### src/rtl/pcnt_pkg.sv
package pcnt_pkg;
  localparam int MODE_W = 8;
  localparam int B_IDLE = 7;
  localparam int B_WDEN = 6;
  localparam int B_LOCK = 5;
  localparam int B_UNUSED = 4;
  localparam int B_SEL_LO = 1;
  localparam int B_IRQEN = 0;
  localparam logic [MODE_W-1:0] MODE_RST = 8'h40;

  typedef enum logic [2:0] {
    SRC_DIV12   = 3'b000,
    SRC_DIV4    = 3'b001,
    SRC_T0      = 3'b010,
    SRC_PINFALL = 3'b011,
    SRC_SYS     = 3'b100,
    SRC_XDIV    = 3'b101,
    SRC_RSV6    = 3'b110,
    SRC_RSV7    = 3'b111
  } src_sel_e;
endpackage

### src/rtl/pcnt_sync.sv
module pcnt_sync #(
  parameter int   STAGES  = 2,
  parameter logic RST_VAL = 1'b0
) (
  input  logic clk,
  input  logic rst_n,
  input  logic d,
  output logic q
);
  logic [STAGES-1:0] sh_q;
  logic [STAGES-1:0] sh_d;

  always_comb sh_d = {sh_q[STAGES-2:0], d};

  always_ff @(posedge clk or negedge rst_n) begin
    if (!rst_n) sh_q <= {STAGES{RST_VAL}};
    else        sh_q <= sh_d;
  end

  assign q = sh_q[STAGES-1];
endmodule

### src/rtl/pcnt_mode_reg.sv
module pcnt_mode_reg
  import pcnt_pkg::*;
(
  input  logic              clk,
  input  logic              rst_n,
  input  logic              wr_en,
  input  logic [MODE_W-1:0] wr_data,
  output logic [MODE_W-1:0] mode_q
);
  logic [MODE_W-1:0] mode_d;

  always_comb begin
    mode_d = mode_q;
    if (wr_en) begin
      if (!mode_q[B_WDEN]) begin
        mode_d           = wr_data;
        mode_d[B_UNUSED] = 1'b0;
        mode_d[B_LOCK]   = mode_q[B_LOCK] | wr_data[B_LOCK];
      end else if (!mode_q[B_LOCK] && !wr_data[B_WDEN]) begin
        mode_d[B_WDEN] = 1'b0;
      end
    end
  end

  always_ff @(posedge clk or negedge rst_n) begin
    if (!rst_n) mode_q <= MODE_RST;
    else        mode_q <= mode_d;
  end


  lock_hold_chk: assert property (@(posedge clk) disable iff (!rst_n)
    (mode_q[B_WDEN] && mode_q[B_LOCK]) |=> $stable(mode_q));


  wd_write_chk: assert property (@(posedge clk) disable iff (!rst_n)
    (mode_q[B_WDEN] && wr_en && wr_data[B_WDEN]) |=> $stable(mode_q));
endmodule

### src/rtl/pcnt_src_mux.sv
module pcnt_src_mux
  import pcnt_pkg::*;
#(
  parameter int PRE_DIV     = 12,
  parameter int FAST_DIV    = 4,
  parameter int XDIV        = 8,
  parameter int SYNC_STAGES = 2
) (
  input  logic     clk,
  input  logic     rst_n,
  input  src_sel_e sel,
  input  logic     t0_ovf,
  input  logic     ext_pin,
  input  logic     ext_clk,
  output logic     tick
);
  localparam int PW = $clog2(PRE_DIV);
  localparam int FW = $clog2(FAST_DIV);
  localparam int XW = $clog2(XDIV);

  logic [PW-1:0] pre_q, pre_d;
  logic [FW-1:0] fast_q, fast_d;
  logic [XW-1:0] xcnt_q, xcnt_d;
  logic          pin_s, pin_prev_q;
  logic          xclk_s, xclk_prev_q;
  logic          slow_tick, fast_tick, pin_fall, xrise, xtick;

  pcnt_sync #(.STAGES(SYNC_STAGES), .RST_VAL(1'b1)) u_pin_sync (
    .clk(clk), .rst_n(rst_n), .d(ext_pin), .q(pin_s));
  pcnt_sync #(.STAGES(SYNC_STAGES), .RST_VAL(1'b0)) u_xclk_sync (
    .clk(clk), .rst_n(rst_n), .d(ext_clk), .q(xclk_s));

  always_comb begin
    slow_tick = (pre_q == PW'(PRE_DIV - 1));
    fast_tick = (fast_q == FW'(FAST_DIV - 1));
    pre_d     = slow_tick ? '0 : pre_q + 1'b1;
    fast_d    = fast_tick ? '0 : fast_q + 1'b1;
    pin_fall  = pin_prev_q & ~pin_s;
    xrise     = xclk_s & ~xclk_prev_q;
    xtick     = xrise && (xcnt_q == XW'(XDIV - 1));
    xcnt_d    = xcnt_q;
    if (xrise) xcnt_d = xtick ? '0 : xcnt_q + 1'b1;
  end

  always_ff @(posedge clk or negedge rst_n) begin
    if (!rst_n) begin
      pre_q       <= '0;
      fast_q      <= '0;
      xcnt_q      <= '0;
      pin_prev_q  <= 1'b1;
      xclk_prev_q <= 1'b0;
    end else begin
      pre_q       <= pre_d;
      fast_q      <= fast_d;
      xcnt_q      <= xcnt_d;
      pin_prev_q  <= pin_s;
      xclk_prev_q <= xclk_s;
    end
  end

  always_comb begin
    unique case (sel)
      SRC_DIV12:   tick = slow_tick;
      SRC_DIV4:    tick = fast_tick;
      SRC_T0:      tick = t0_ovf;
      SRC_PINFALL: tick = pin_fall;
      SRC_SYS:     tick = 1'b1;
      SRC_XDIV:    tick = xtick;
      default:     tick = 1'b0;
    endcase
  end
endmodule

### src/rtl/pcnt_timebase.sv
module pcnt_timebase
  import pcnt_pkg::*;
#(
  parameter int CNT_W = 16
) (
  input  logic              clk,
  input  logic              rst_n,
  input  logic              wr_en,
  input  logic [MODE_W-1:0] wr_data,
  output logic [MODE_W-1:0] rd_data,
  input  logic              cpu_idle,
  input  logic              t0_ovf,
  input  logic              ext_pin,
  input  logic              ext_clk,
  input  logic              ovf_clr,
  output logic [CNT_W-1:0]  count,
  output logic              ovf_flag,
  output logic              irq,
  output logic              wdog_en
);
  logic              rst_int_n;
  logic [MODE_W-1:0] mode_q;
  src_sel_e          sel;
  logic              tick, cnt_en, wrap;
  logic [CNT_W-1:0]  count_q, count_d;
  logic              ovf_q, ovf_d;

  pcnt_sync #(.STAGES(2), .RST_VAL(1'b0)) u_rst_sync (
    .clk(clk), .rst_n(rst_n), .d(1'b1), .q(rst_int_n));

  pcnt_mode_reg u_mode (
    .clk(clk), .rst_n(rst_int_n), .wr_en(wr_en), .wr_data(wr_data), .mode_q(mode_q));

  assign sel = src_sel_e'(mode_q[B_SEL_LO +: 3]);

  pcnt_src_mux u_src (
    .clk(clk), .rst_n(rst_int_n), .sel(sel), .t0_ovf(t0_ovf),
    .ext_pin(ext_pin), .ext_clk(ext_clk), .tick(tick));

  always_comb begin
    cnt_en  = tick & ~(mode_q[B_IDLE] & cpu_idle);
    wrap    = cnt_en & (&count_q);
    count_d = cnt_en ? count_q + 1'b1 : count_q;
    ovf_d   = wrap ? 1'b1 : (ovf_clr ? 1'b0 : ovf_q);
  end

  always_ff @(posedge clk or negedge rst_int_n) begin
    if (!rst_int_n) begin
      count_q <= '0;
      ovf_q   <= 1'b0;
    end else begin
      count_q <= count_d;
      ovf_q   <= ovf_d;
    end
  end

  assign count    = count_q;
  assign ovf_flag = ovf_q;
  assign irq      = ovf_q & mode_q[B_IRQEN];
  assign rd_data  = mode_q;
  assign wdog_en  = mode_q[B_WDEN];


  idle_freeze_chk: assert property (@(posedge clk) disable iff (!rst_int_n)
    (mode_q[B_IDLE] && cpu_idle) |=> $stable(count_q));


  wrap_flag_chk: assert property (@(posedge clk) disable iff (!rst_int_n)
    ((&count_q) && tick && !(mode_q[B_IDLE] && cpu_idle)) |=> (ovf_q && count_q == '0));


  rsv_stop_chk: assert property (@(posedge clk) disable iff (!rst_int_n)
    (mode_q[B_SEL_LO + 2] && mode_q[B_SEL_LO + 1]) |=> $stable(count_q));
endmodule

### config.mk
export PLATFORM = sky130hd
export DESIGN_NAME = pcnt_timebase
export DESIGN_NICKNAME = d
export VERILOG_FILES = /design/src/rtl/pcnt_pkg.sv /design/src/rtl/pcnt_sync.sv /design/src/rtl/pcnt_mode_reg.sv /design/src/rtl/pcnt_src_mux.sv /design/src/rtl/pcnt_timebase.sv
export SDC_FILE = /design/constraint.sdc
export NUM_CORES = 1
export LEC_CHECK = 0
export BUFFER_PORTS_ARGS = -buffer_cell sky130_fd_sc_hd__buf_2
export CORE_UTILIZATION = 44
export CTS_BUF_LIST = sky130_fd_sc_hd__clkbuf_2
export DETAILED_ROUTE_END_ITERATION = 8
export GPL_TIMING_DRIVEN = 0
export PLACE_DENSITY = 0.69
export SYNTH_ARGS = -nofsm -noshare
export SYNTH_HDL_FRONTEND = slang
export SYNTH_SLANG_ARGS = --single-unit
### constraint.sdc
create_clock -name clk -period 1.41 [get_ports clk]
set_input_delay 0.0705 -clock clk [delete_from_list [all_inputs] [get_ports clk]]
set_output_delay 0.0705 -clock clk [all_outputs]
set_load 0.005 [all_outputs]
### Word level (Yosys, flattened, before mapping)

Index checks and enable logic that the tools add are counted.
Widths: inputs -> output; s select.

| word-level totals | value |
|---|---|
| flip-flop bits (word level) | 41 |
| bits of input ports | 16 |
| output and inout port bits | 27 |
| logic and storage cells | 51 |

| operators by class | value |
|---|---|
| $add $sub $neg | 4 |
| eq/ne operators | 8 |
| multiplexer cells | 8 |
| bitwise logic cells | 11 |
| reductions and logical operators | 8 |

Operators with widths:

| operator | count |
|---|---|
| $add 16x1->16 const B | 1 |
| $reduce_and 16->1 | 1 |
| $eq 3x3->1 const B | 3 |
| $and 1x1->1 | 6 |
| $eq 3x2->1 const B | 2 |
| $pmux 1 s6 | 1 |
| $add 4x1->4 const B | 1 |
| $eq 4x4->1 const B | 1 |
| $mux 1 | 4 |
| $mux 4 | 1 |
| $not 1->1 | 4 |
| $add 3x1->3 const B | 1 |
| $eq 3x1->1 const B | 1 |
| $logic_not 3->1 | 1 |
| $mux 3 | 1 |
| $add 2x1->2 const B | 1 |
| $eq 2x2->1 const B | 1 |
| $logic_and 1x1->1 | 2 |
| $logic_not 1->1 | 2 |
| $mux 2 | 1 |
| $reduce_and 2->1 | 1 |
| $reduce_bool 2->1 | 1 |
| $or 1x1->1 | 1 |

### Depth between registers and ports, before layout

Gate-level depths: netlist of the first run.

| depth | value |
|---|---|
| word-level depth | 7 |
| mapped depth | 7 |
| mapped depth without buffers | 6 |

### Hierarchy

From an unflattened synthesis of the first run, not the netlist that was laid out.

| second synthesis, totals | value |
|---|---|
| cell total of the unflattened synthesis | 135 |
| area, all modules | 1719.1 um2 |

By module, submodules not included:

| module | instances | cells each | area an instance (um2) | sequential area each (um2) |
|---|---|---|---|---|
| pcnt_timebase | 1 | 69 | 774.5 | 425.4 |
| pcnt_src_mux | 1 | 41 | 478.0 | 276.5 |
| pcnt_mode_reg | 1 | 19 | 314.1 | 176.4 |
| pcnt_sync at u_rst_sync ... | 2 | 2 | 50.0 | 50.0 |
| pcnt_sync at u_src.u_pin_sync | 1 | 2 | 52.6 | 52.6 |

### Worst setup path after synthesis of the first run

Ideal clock, no wire load.

| path | value |
|---|---|
| kind | register to register |
| start point | reg u_src.pre_q[0] |
| end point | reg count_q[1], in the netlist count[1] |
| setup time | 127 ps |
| arrival | 1689 ps |
| data required time | 1283 ps |
| path slack | -406 ps |
| stages on the path, launching flop included | 6 |
| buffers on the path | 0 |
| clock period less this slack | 1816 ps |
| cell sequence | dfrtp_1 > ha_1 > and4bb_1 > a2111oi_2 > nor4_4 > mux2_1 |

| between the ends | value |
|---|---|
| cells in the longest elaborated chain, start to end | 3 |

RTL lines:

| element | line | source |
|---|---|---|
| from (decl) | pcnt_src_mux.sv:21 | `logic [PW-1:0] pre_q, pre_d;` |
| from (signal assigned) | pcnt_src_mux.sv:53 | `pre_q <= pre_d;` |
| $eq 4x4->1 | pcnt_src_mux.sv:34 | `slow_tick = (pre_q == PW'(PRE_DIV - 1));` |
| $pmux 1 s6 | pcnt_src_mux.sv:62 | `unique case (sel)` |
| $and 1x1->1 | pcnt_timebase.sv:41 | `cnt_en = tick & ~(mode_q[B_IDLE] & cpu_idle);` |
| to (signal assigned) | pcnt_timebase.sv:52 | `count_q <= count_d;` |
| to (decl) | pcnt_timebase.sv:25 | `logic [CNT_W-1:0] count_q, count_d;` |

No other way between the ends.
A chain may end at the register's enable or synchronous reset.

### Final worst setup path of the first run

| path | value |
|---|---|
| start point | reg u_src.pin_prev_q |
| end point | reg count_q[1], in the netlist count[1] |

| between the ends | value |
|---|---|
| cells in the longest elaborated chain, start to end | 3 |

RTL lines:

| element | line | source |
|---|---|---|
| from (decl) | pcnt_src_mux.sv:24 | `logic pin_s, pin_prev_q;` |
| from (signal assigned) | pcnt_src_mux.sv:56 | `pin_prev_q <= pin_s;` |
| $and 1x1->1 | pcnt_src_mux.sv:38 | `pin_fall = pin_prev_q & ~pin_s;` |
| $pmux 1 s6 | pcnt_src_mux.sv:62 |  |
| $and 1x1->1 | pcnt_timebase.sv:41 |  |

No other way between the ends.

==> results of run 1 <==
[worst min path at each step]
stage / start / end / slack, ps
after floorplan: rst_n / u_rst_sync.sh_q[0] / -230
after global placement: rst_n / u_rst_sync.sh_q[0] / -140
after detailed placement: rst_n / u_rst_sync.sh_q[0] / -140
after CTS: cpu_idle / count[4] / 110
after global routing: cpu_idle / count[4] / 140
final: cpu_idle / count[4] / 170
[stage by stage]
step           TNS [ps]  instance area, um2  setup WS (ps)  power, mW  instances
3_3_place_gp     -12800                1990           -556       2.55        224
4_1_cts           -7060                2220           -491       3.32        251
5_1_grt           -7870                2220           -521       3.53        250
6_report          -6110                2220           -441       3.29        250
3_5_place_dp      -8740                1990           -600       2.62        224
2_1_floorplan     -4710                1730           -346       2.25        136
[critical path: cells and delay by family (launching register included)]
kind / cells / cell delay (ps)
AOI/OAI and AO/OA: 1 / 280
buffers and inverters: 1 / 200
DFF: 1 / 550
muxes: 1 / 290
and+or+nand+nor: 2 / 430
[state kept, by name, summed over array words and instances (netlist names)]
signal,flops
count,16
ovf_flag,1
u_mode.mode_q,7
u_rst_sync.sh_q,2
u_src.fast_q,2
u_src.pin_prev_q,1
u_src.pre_q,4
u_src.u_pin_sync.sh_q,2
u_src.u_xclk_sync.sh_q,2
u_src.xclk_prev_q,1
u_src.xcnt_q,3
[power by group through the flow]
stage               Sequential, mW  Clock (mW)  Combinational [mW]
global route                  1.69       0.567                1.27
finish                        1.64       0.490                1.16
floorplan                     1.65           0               0.600
CTS                           1.64       0.520                1.16
detailed placement            1.69           0               0.925
global placement              1.66           0               0.886
[layout make-up]
cell class	instances	area, um2
Sequential cell	41	1030
Fill cell	306	1470
Clock buffer	7	35.0
Inverter	2	7.51
Multi-Input combinational cell	86	664
Clock inverter	1	3.75
Tap cell	48	60.1
Timing Repair Buffer	59	379
Buffer	6	38.8
[synth_stat cells (2+ instances only)]
master / instances / area share (%)
and3_1: 7 / 2.6
clkbuf_1: 3 / 0.66
o22ai_1: 2 / 0.73
nor2_1: 3 / 0.66
nor2b_1: 2 / 0.73
nand2_1: 12 / 2.6
inv_1: 2 / 0.44
nand2b_1: 3 / 1.1
ha_1: 5 / 3.6
a21o_1: 2 / 0.88
xnor2_1: 14 / 7.1
nand3_1: 2 / 0.58
xor2_1: 2 / 1.0
nand4_1: 11 / 4.0
mux2_2: 5 / 3.3
buf_4: 2 / 0.88
dfrtp_1: 37 / 54
conb_1: 2 / 0.44
dfstp_2: 4 / 6.1
[what timing repair did]
item                                    4_1_cts  5_1_grt
pin swaps                                     5        6
hold buffers                                 13        0
gates resized for setup                       3        1
endpoints found under the setup margin       17       18
hold endpoints to repair                     12        0
setup buffers                                 6        0
[per-layer routing]
layer	GRT usage (%)	share of wire, %	vias to the layer above
li1	-	-	599
met3	5.46	4.2	8
met4	8.89	1.8	0
met1	23.2	46	591
met5	0	0	-
met2	33.0	48	39
[cell families after synthesis]
group / synth area share [%]
DFF: 60.1
adders and majority gates: 3.65
buffers and inverters: 2.92
AOI/OAI and AO/OA: 4.96
other: 0.438
and+or+nand+nor: 15.8
xor gates and xnor gates: 8.17
muxes: 3.94
==> flow_summary.rst, run 1 <==
.. list-table::
   :header-rows: 1

   * - Metric
     - Value
   * - Slowest stage cell on the critical path
     - dfstp_2
   * - Peak fanout along the critical path
     - 4
   * - FF-to-FF End
     - count[1]
   * - Average cell area after synthesis
     - 12.6 um2
   * - Ratio of cells with drive above 1 in the final layout
     - 36.1%
   * - Worst Hold Class
     - in -> reg
   * - CTS tree
     - yes
   * - Register area share after synthesis
     - 60.1%
   * - Worst Setup EP
     - count[1]
   * - Number of top-level pins
     - 43
   * - Reg clk slew, reported paths
     - 180 ps
   * - Pin count of the biggest net entering global routing
     - 40
   * - Post-detail-place hpwl
     - 2330 um
   * - Slack of the critical path
     - -441 ps
   * - Required time at the worst-slack endpoint
     - 1700 ps
   * - Insertion delay of the later-clocked pin in the worst-skew pair
     - 400 ps
   * - Synth Flop Type
     - dfrtp_1
   * - Worst slew margin relative to its limit
     - 45.3%
   * - Clock Sinks
     - 41
   * - Standard-cell rows
     - 22
   * - Antenna Violating Nets Remaining
     - 0
   * - Most frequent cells in the layout
     - buf_2, dfrtp_1, xnor2_1
   * - Via count
     - 1,237
   * - VDD IR-drop max
     - 0.991 mV
   * - Violations in the final reports
     - negative setup slack
   * - Area Growth Syn to Fin
     - 29.5%
   * - CP peak stage delay
     - 550 ps
   * - Core Box Area
     - 3690 um2
   * - Number of buffers added by the clock tree synthesis step
     - 5
   * - Final setup fails
     - 17
   * - Proportion of power drawn by flip-flops and latches
     - 50.0%
   * - Drt via density
     - 4.95
   * - Clock network fraction of design power
     - 14.9%
   * - DR iter-0 viols
     - 39
   * - GRT Util Overall
     - 19.6%
   * - Mapped Area
     - 1720 um2
   * - Final hold slack
     - 165 ps
   * - Routability-driven placement congestion ratio
     - 0.754
   * - Max-slew violation total from the final report
     - 0
   * - Die width
     - 64.4 um
   * - Worst R2R Setup Slack
     - -440 ps
   * - NumNets Final
     - 222
   * - Power density cells
     - 1480 nW/um2
   * - Number of levels the H-tree was split into
     - 2
   * - Leading cell type in the layout, fill and taps excluded
     - buf_2
   * - Worst setup path class
     - reg -> reg
   * - Drt total wl
     - 3510 um
   * - DR WL/cell
     - 14.0 um
   * - Tightest Pin Transition
     - 820 ps
   * - Timing startpoint of the critical path
     - u_src.pin_prev_q
   * - Int Power
     - 2.18 mW
   * - Run status
     - finished with violations
   * - Kind of launch point of the worst setup path
     - flip-flop
   * - Comb pwr share
     - 35.1%
   * - CTS Root Cell
     - clkbuf_2
   * - Start of the worst register-to-register path
     - u_src.pin_prev_q
   * - Initial antenna violation count
     - 0
   * - Worst r2r path cells
     - 5
   * - Static leakage power
     - 1.08 nW
   * - Count of endpoints failing hold in the final timing report
     - 0
   * - Total nets after synthesis
     - 157
   * - #FFs+latches synth
     - 41
   * - Number of max-capacitance violations reported
     - 0
   * - Net switching power
     - 1.11 mW
   * - Number of buffer cells added on primary ports
     - 40
   * - RSZ-0062 raised after global routing
     - yes
   * - Endpoint kind of the worst setup timing path
     - flip-flop
   * - Vias in the first global route
     - 1,334
   * - Share of flip-flops with an asynchronous set or reset
     - 100%
   * - Depth of the worst hold-timing path
     - 5
   * - Max Clock Skew
     - 25.6 ps
   * - DIE AREA
     - 4150 um2
   * - Distinct cell type count of the synthesized netlist
     - 35
   * - Global-route wire length before repair
     - 6040 um
   * - Number of synthesized flops with an enable pin
     - 0
   * - Min Clock Period, post-route
     - 1850 ps
   * - Synthesis Warnings
     - 0
   * - Effective utilization at floorplan
     - 46.5%
   * - DRC violations left
     - 0
   * - Total congestion overflow
     - 0
   * - Pre-Repair DR Iteration Count
     - 4
   * - Post-Route Utilization
     - 60.2%
   * - Count of inserted antenna diode cells
     - 0
   * - Data arrival time of the critical path
     - 2140 ps
   * - Critical path cell sequence
     - nand2b_1, a32o_2, nor4_4, buf_4, mux2_4
   * - Max clock buf depth
     - 2
   * - Vertical extent of the die
     - 64.4 um
   * - Cell count after synthesis
     - 136
   * - Fin crit share
     - 131%
   * - Switch share
     - 33.7%
   * - Max Clock Freq
     - 0.540 GHz
Note: power is estimated with default switching activity, not from simulation.
==> run 2, diff against run 1 <==
--- a/config.mk
+++ b/config.mk
@@ -11,6 +11,7 @@
 export DETAILED_ROUTE_END_ITERATION = 8
 export GPL_TIMING_DRIVEN = 0
 export PLACE_DENSITY = 0.69
+export SETUP_SLACK_MARGIN = 0.05
 export SYNTH_ARGS = -nofsm -noshare
 export SYNTH_HDL_FRONTEND = slang
 export SYNTH_SLANG_ARGS = --single-unit
==> run 2 against run 1 <==
Effect of this change: largest power group unchanged; clock power about the same; utilization increased by 0.47 points; the run still ends with negative setup slack left; hold slack about the same; sequential cell count unchanged; sequential share of layout area decreased by 0.36 points; clock skew unchanged; final cell count increased by 0.40%; routed wire length increased by 0.83%; sequential power about the same; global-route usage increased by 0.15 points; design area increased by 0.79%; combinational power increased by 3%.
==> flow_summary.rst, run 2 (same netlist as run 1, synthesis figures left out) <==
.. list-table::
   :header-rows: 1

   * - Metric
     - Value
   * - Run status
     - finished with violations
   * - Violations in the final reports
     - negative setup slack
   * - Max Clock Freq
     - 0.540 GHz
   * - VDD IR-drop max
     - 0.995 mV
   * - Max-slew violation total from the final report
     - 0
   * - Via count
     - 1,250
   * - Static leakage power
     - 1.09 nW
   * - Routability-driven placement congestion ratio
     - 0.754
   * - CTS Root Cell
     - clkbuf_2
   * - Min Clock Period, post-route
     - 1850 ps
   * - Total placed instance area
     - 1990 um2
   * - Leading cell type in the layout, fill and taps excluded
     - buf_2
   * - Vertical extent of the die
     - 64.4 um
   * - RSZ-0062 raised after global routing
     - yes
   * - Most frequent cells in the layout
     - buf_2, dfrtp_1, xnor2_1
   * - Endpoint kind of the worst setup timing path
     - flip-flop
   * - Worst slew margin relative to its limit
     - 45.4%
   * - Global-route wire length before repair
     - 6090 um
   * - Drt total wl
     - 3540 um
   * - Core Box Area
     - 3690 um2
   * - Depth of the worst hold-timing path
     - 5
   * - Initial antenna violation count
     - 0
   * - Worst Hold Class
     - in -> reg
   * - Vias in the first global route
     - 1,351
   * - Final setup TNS
     - -6110 ps
   * - Power density cells
     - 1490 nW/um2
   * - Area Growth Syn to Fin
     - 30.6%
   * - Max clock buf depth
     - 2
   * - Final setup fails
     - 17
   * - Pin count of the biggest net entering global routing
     - 40
   * - Start of the worst register-to-register path
     - u_src.pin_prev_q
   * - Post-detail-place hpwl
     - 2330 um
   * - DRC violations left
     - 0
   * - Standard-cell rows
     - 22
   * - Number of buffers added by the clock tree synthesis step
     - 5
   * - Hold wc startpoint
     - cpu_idle
   * - Die width
     - 64.4 um
   * - Cell total after placement
     - 224
   * - NumNets Final
     - 223
   * - Effective utilization at floorplan
     - 46.5%
   * - Clock Sinks
     - 41
   * - Reg clk slew, reported paths
     - 180 ps
   * - Timing startpoint of the critical path
     - u_src.pin_prev_q
   * - Pre-Repair DR Iteration Count
     - 4
   * - GRT Util Overall
     - 19.7%
   * - CTS tree
     - yes
   * - Non-filler cells, final
     - 251
   * - Total congestion overflow
     - 0
   * - Tightest Pin Transition
     - 819 ps
   * - Flip-flop count of the largest register after layout
     - 16
   * - Peak fanout along the critical path
     - 4
   * - Number of max-capacitance violations reported
     - 0
   * - Kind of launch point of the worst setup path
     - flip-flop
   * - Post-placement setup slack
     - -600 ps
   * - DR iter-0 viols
     - 48
   * - Number of levels the H-tree was split into
     - 2
   * - Fin crit share
     - 131%
   * - Number of top-level pins
     - 43
   * - Insertion delay of the later-clocked pin in the worst-skew pair
     - 400 ps
   * - Slack of the critical path
     - -441 ps
   * - Final design area excluding fillers
     - 2240 um2
   * - Antenna Violating Nets Remaining
     - 0
   * - Worst setup path class
     - reg -> reg
   * - Count of inserted antenna diode cells
     - 0
   * - Ratio of cells with drive above 1 in the final layout
     - 36.5%
   * - Count of endpoints failing hold in the final timing report
     - 0
   * - Required time at the worst-slack endpoint
     - 1700 ps
   * - Worst r2r path cells
     - 5
   * - Drt via density
     - 4.98
   * - DIE AREA
     - 4150 um2
   * - Number of buffer cells added on primary ports
     - 40
   * - Max Clock Skew
     - 25.6 ps
   * - Data arrival time of the critical path
     - 2140 ps
   * - DR WL/cell
     - 14.1 um
## run 2: changes by cell type in the layout (fill, tap and decap cells not counted), sizes merged
cell / delta
buf: +1
## run 2: worst paths after layout
check                           slack, ps               end
worst max-delay path                 -440          count[1]
worst min register to register        370   u_src.fast_q[0]
min in group asynchronous             370   u_src.fast_q[0]
max in group asynchronous             490  u_mode.mode_q[1]
worst max register to register       -440          count[1]
worst min-delay path                  170          count[4]
## run 2: layout make-up
type / instances / area [um2]
Buffer: 6 / 38.8
Clock buffer: 7 / 35.0
Clock inverter: 1 / 3.75
Fill cell: 304 / 1450
Inverter: 2 / 7.51
Multi-Input combinational cell: 86 / 664
Sequential cell: 41 / 1030
Tap cell: 48 / 60.1
Timing Repair Buffer: 60 / 397
## run 2: worst max-delay path: stages, from the launching register on
cell and delay [ps]:
dfstp_2 550, nand2b_1 50, a32o_2 280, nor4_4 380, buf_4 200, mux2_4 290
## run 2: timing repair
| item | in CTS | in global routing |
|---|---|---|
| buffers inserted | 6 | 1 |
| endpoints found under the hold margin | 12 | 0 |
| hold buffers | 13 | 0 |
| endpoints found under the setup margin | 17 | 18 |
| pin swaps | 5 | 6 |
| gates resized for setup | 4 | 2 |
## run 2: per-stage QoR
step | power [mW] | hold slack, ps | utilization, %
6_report | 3.34 | 165 | 60.7
5_1_grt | 3.58 | 140 | 60.7
4_1_cts | 3.33 | 105 | 60.3
3_5_place_dp | 2.62 | -143 | 54.0
3_3_place_gp | 2.55 | -144 | 54.0
2_1_floorplan | 2.25 | -225 | -
## run 2: where the power goes
part	total [mW]	internal, mW	leakage, nW	switching [mW]
Clock	0.490	0.133	0.0306	0.358
Sequential	1.64	1.40	0.516	0.246
Combinational	1.20	0.689	0.547	0.515
Total	3.34	2.22	1.09	1.12
## run 2: metal layers
layer	track usage, %	wire length (um)	vias to the layer above
met5	0	0	-
met1	23.2	1610	601
met4	8.89	63	0
li1	-	-	602
met2	33.6	1730	39
met3	5.46	142	8
==> run 3, diff against run 2 <==
--- a/config.mk
+++ b/config.mk
@@ -6,11 +6,11 @@
 export NUM_CORES = 1
 export LEC_CHECK = 0
 export BUFFER_PORTS_ARGS = -buffer_cell sky130_fd_sc_hd__buf_2
-export CORE_UTILIZATION = 44
+export CORE_UTILIZATION = 35
 export CTS_BUF_LIST = sky130_fd_sc_hd__clkbuf_2
 export DETAILED_ROUTE_END_ITERATION = 8
 export GPL_TIMING_DRIVEN = 0
-export PLACE_DENSITY = 0.69
+export PLACE_DENSITY = 0.57
 export SETUP_SLACK_MARGIN = 0.05
 export SYNTH_ARGS = -nofsm -noshare
 export SYNTH_HDL_FRONTEND = slang
==> run 3 against run 2 <==
Effect of this change: the run still ends with negative setup slack left; register-to-register slack gained 40 ps; critical path type unchanged; power increased by 4.4%; first-iteration DRC count increased by 2.1%; largest power group unchanged; design area rose by 3.7%; routed wire length is 0.11% lower; hold slack improved by 61 ps; final cell count is 8.0% higher.
==> flow_summary.rst, run 3 (same netlist as run 1, synthesis figures left out) <==
.. list-table::
   :header-rows: 1

   * - Metric
     - Value
   * - Reg clk slew, reported paths
     - 200 ps
   * - Number of buffers added by the clock tree synthesis step
     - 5
   * - VDD IR-drop max
     - 0.573 mV
   * - Cell family with most CP delay
     - flip-flops
   * - Max Clock Skew
     - 6.47 ps
   * - Number of levels the H-tree was split into
     - 2
   * - CP peak stage delay
     - 470 ps
   * - Power density cells
     - 1500 nW/um2
   * - Area Growth Syn to Fin
     - 35.4%
   * - Slack of the critical path
     - -401 ps
   * - Post-detail-place hpwl
     - 2310 um
   * - Worst setup path class
     - reg -> reg
   * - Required time at the worst-slack endpoint
     - 1740 ps
   * - Slowest stage cell on the critical path
     - dfrtp_2
   * - Worst Hold Class
     - in -> reg
   * - Violations in the final reports
     - negative setup slack
   * - Vertical extent of the die
     - 72.0 um
   * - Final-layout fill cell count
     - 438
   * - Core Box Area
     - 4720 um2
   * - Die width
     - 72.0 um
   * - Final setup fails
     - 17
   * - Endpoint kind of the worst setup timing path
     - flip-flop
   * - Number of buffer cells added on primary ports
     - 40
   * - Data arrival time of the critical path
     - 2140 ps
   * - Global-route wire length before repair
     - 6040 um
   * - Worst path bufs/invs
     - 3
   * - Fin crit share
     - 128%
   * - Critical path cell sequence
     - buf_12, a32o_2, nor4_4, buf_6, buf_12, nand4_1, xnor2_1
   * - Flip-flop count of the largest register after layout
     - 16
   * - Number of max-capacitance violations reported
     - 0
   * - Initial antenna violation count
     - 0
   * - CTS Root Cell
     - clkbuf_2
   * - CTS tree
     - yes
   * - Run status
     - finished with violations
   * - DIE AREA
     - 5190 um2
   * - Most frequent CP cell
     - buf_12
   * - Count of inserted antenna diode cells
     - 0
   * - Insertion delay of the later-clocked pin in the worst-skew pair
     - 390 ps
   * - DR WL/cell
     - 13.0 um
   * - Total congestion overflow
     - 0
   * - Ratio of cells with drive above 1 in the final layout
     - 39.7%
   * - Number of top-level pins
     - 43
   * - Clock Sinks
     - 41
   * - Tightest Pin Transition
     - 834 ps
   * - DRC violations left
     - 0
   * - Routability-driven placement congestion ratio
     - 0.754
   * - Peak fanout along the critical path
     - 6
   * - Effective utilization at floorplan
     - 36.3%
   * - GRT Util Overall
     - 15.3%
   * - Static leakage power
     - 1.12 nW
   * - DR iter-0 viols
     - 49
   * - Drt total wl
     - 3530 um
   * - Final hold slack
     - 226 ps
   * - Max-slew violation total from the final report
     - 0
   * - Max Clock Freq
     - 0.552 GHz
   * - NumNets Final
     - 224
   * - Leading cell type in the layout, fill and taps excluded
     - buf_2
   * - RSZ-0062 raised after global routing
     - yes
   * - Pre-Repair DR Iteration Count
     - 4
   * - Post-placement setup slack
     - -613 ps
   * - Worst slew margin relative to its limit
     - 44.4%
   * - Pin count of the biggest net entering global routing
     - 40
   * - Max clock buf depth
     - 2
   * - Min Clock Period, post-route
     - 1810 ps
   * - Drt via density
     - 4.68
   * - Most frequent cells in the layout
     - buf_2, dfrtp_1, xnor2_1, dlygate4sd3_1, nand4_1
   * - Count of endpoints failing hold in the final timing report
     - 0
   * - Via count
     - 1,267
   * - Vias in the first global route
     - 1,324
   * - Antenna Violating Nets Remaining
     - 0
   * - Standard-cell rows
     - 25
   * - Kind of launch point of the worst setup path
     - flip-flop
   * - Worst R2R Setup Slack
     - -400 ps
==> run 3: cell count changes in the layout (fill, tap and decap cells not counted), sizes merged <==
cell / previous run / this run
buf: 51 / 52
clkbuf: 9 / 7
clkinv: 1 / 3
==> run 3: worst min-delay path: cells and delay by family <==
| family | cells | cell delay [ps] |
|---|---|---|
| AOI/OAI and AO/OA | 1 | 140 |
| xor gates and xnor gates | 1 | 60 |
| buffers and inverters | 2 | 210 |
| and+or+nand+nor | 2 | 130 |
==> run 3: timing repair <==
action / 4_1_cts / 5_1_grt
setup buffers: 6 / 2
resized for setup: 9 / 6
hold buffers: 13 / 1
pin swaps: 6 / 5
endpoints found under the setup margin: 17 / 18
hold endpoints to repair: 12 / 1
gates cloned: 1 / 0
==> run 3: through the flow <==
step                      TNS, ps  cells  area (um2)  util [%]  total power [mW]
after floorplan             -4710    136        1730         -              2.25
after global placement     -15280    243        2020      42.7              2.56
after detailed placement    -9140    243        2020      42.7              2.61
after CTS                   -5470    270        2290      48.5              3.48
after global routing        -7140    271        2320      49.2              3.74
final                       -5600    271        2320      49.2              3.48
==> run 3: power by group <==
group	leakage [nW]	internal, mW	switching [mW]	total (mW)
Sequential	0.516	1.40	0.250	1.65
Clock	0.0278	0.109	0.379	0.488
Combinational	0.576	0.790	0.558	1.35
==> run 3: cell type report <==
| class | count | area, um2 | share of cell area (%) |
|---|---|---|---|
| sequential | 41 | 1030 | 44.5 |
| multi-input combinational | 86 | 698 | 30.1 |
| timing repair buffer | 61 | 423 | 18.2 |
| tap | 67 | 83.8 | 3.61 |
| buffer | 6 | 38.8 | 1.67 |
| clock buffer | 5 | 25.0 | 1.08 |
| clock inverter | 3 | 12.5 | 0.539 |
| inverter | 2 | 7.51 | 0.323 |
==> run 3: per-layer routing <==
metal  vias to the layer above  global-route usage (%)  part of all wire (%)
li1                        602                       -                     -
met1                       627                    18.7                    44
met2                        32                    25.6                    50
met3                         6                    4.72                   4.3
met4                         0                    5.88                   1.6
met5                         -                       0                     0
==> run 3: path summary, 6_finish.rpt <==
path | to | from | cells past startpoint
worst max-delay path | count[6] | u_mode.mode_q[1] | 7
worst min-delay path | count[8] | cpu_idle | 6
worst max register to register | count[6] | u_mode.mode_q[1] | 7
worst min register to register | u_rst_sync.sh_q[1] | u_rst_sync.sh_q[0] | 0
max in group asynchronous | u_mode.mode_q[1] | u_rst_sync.sh_q[1] | 0
min in group asynchronous | u_src.u_xclk_sync.sh_q[1] | u_rst_sync.sh_q[1] | 0
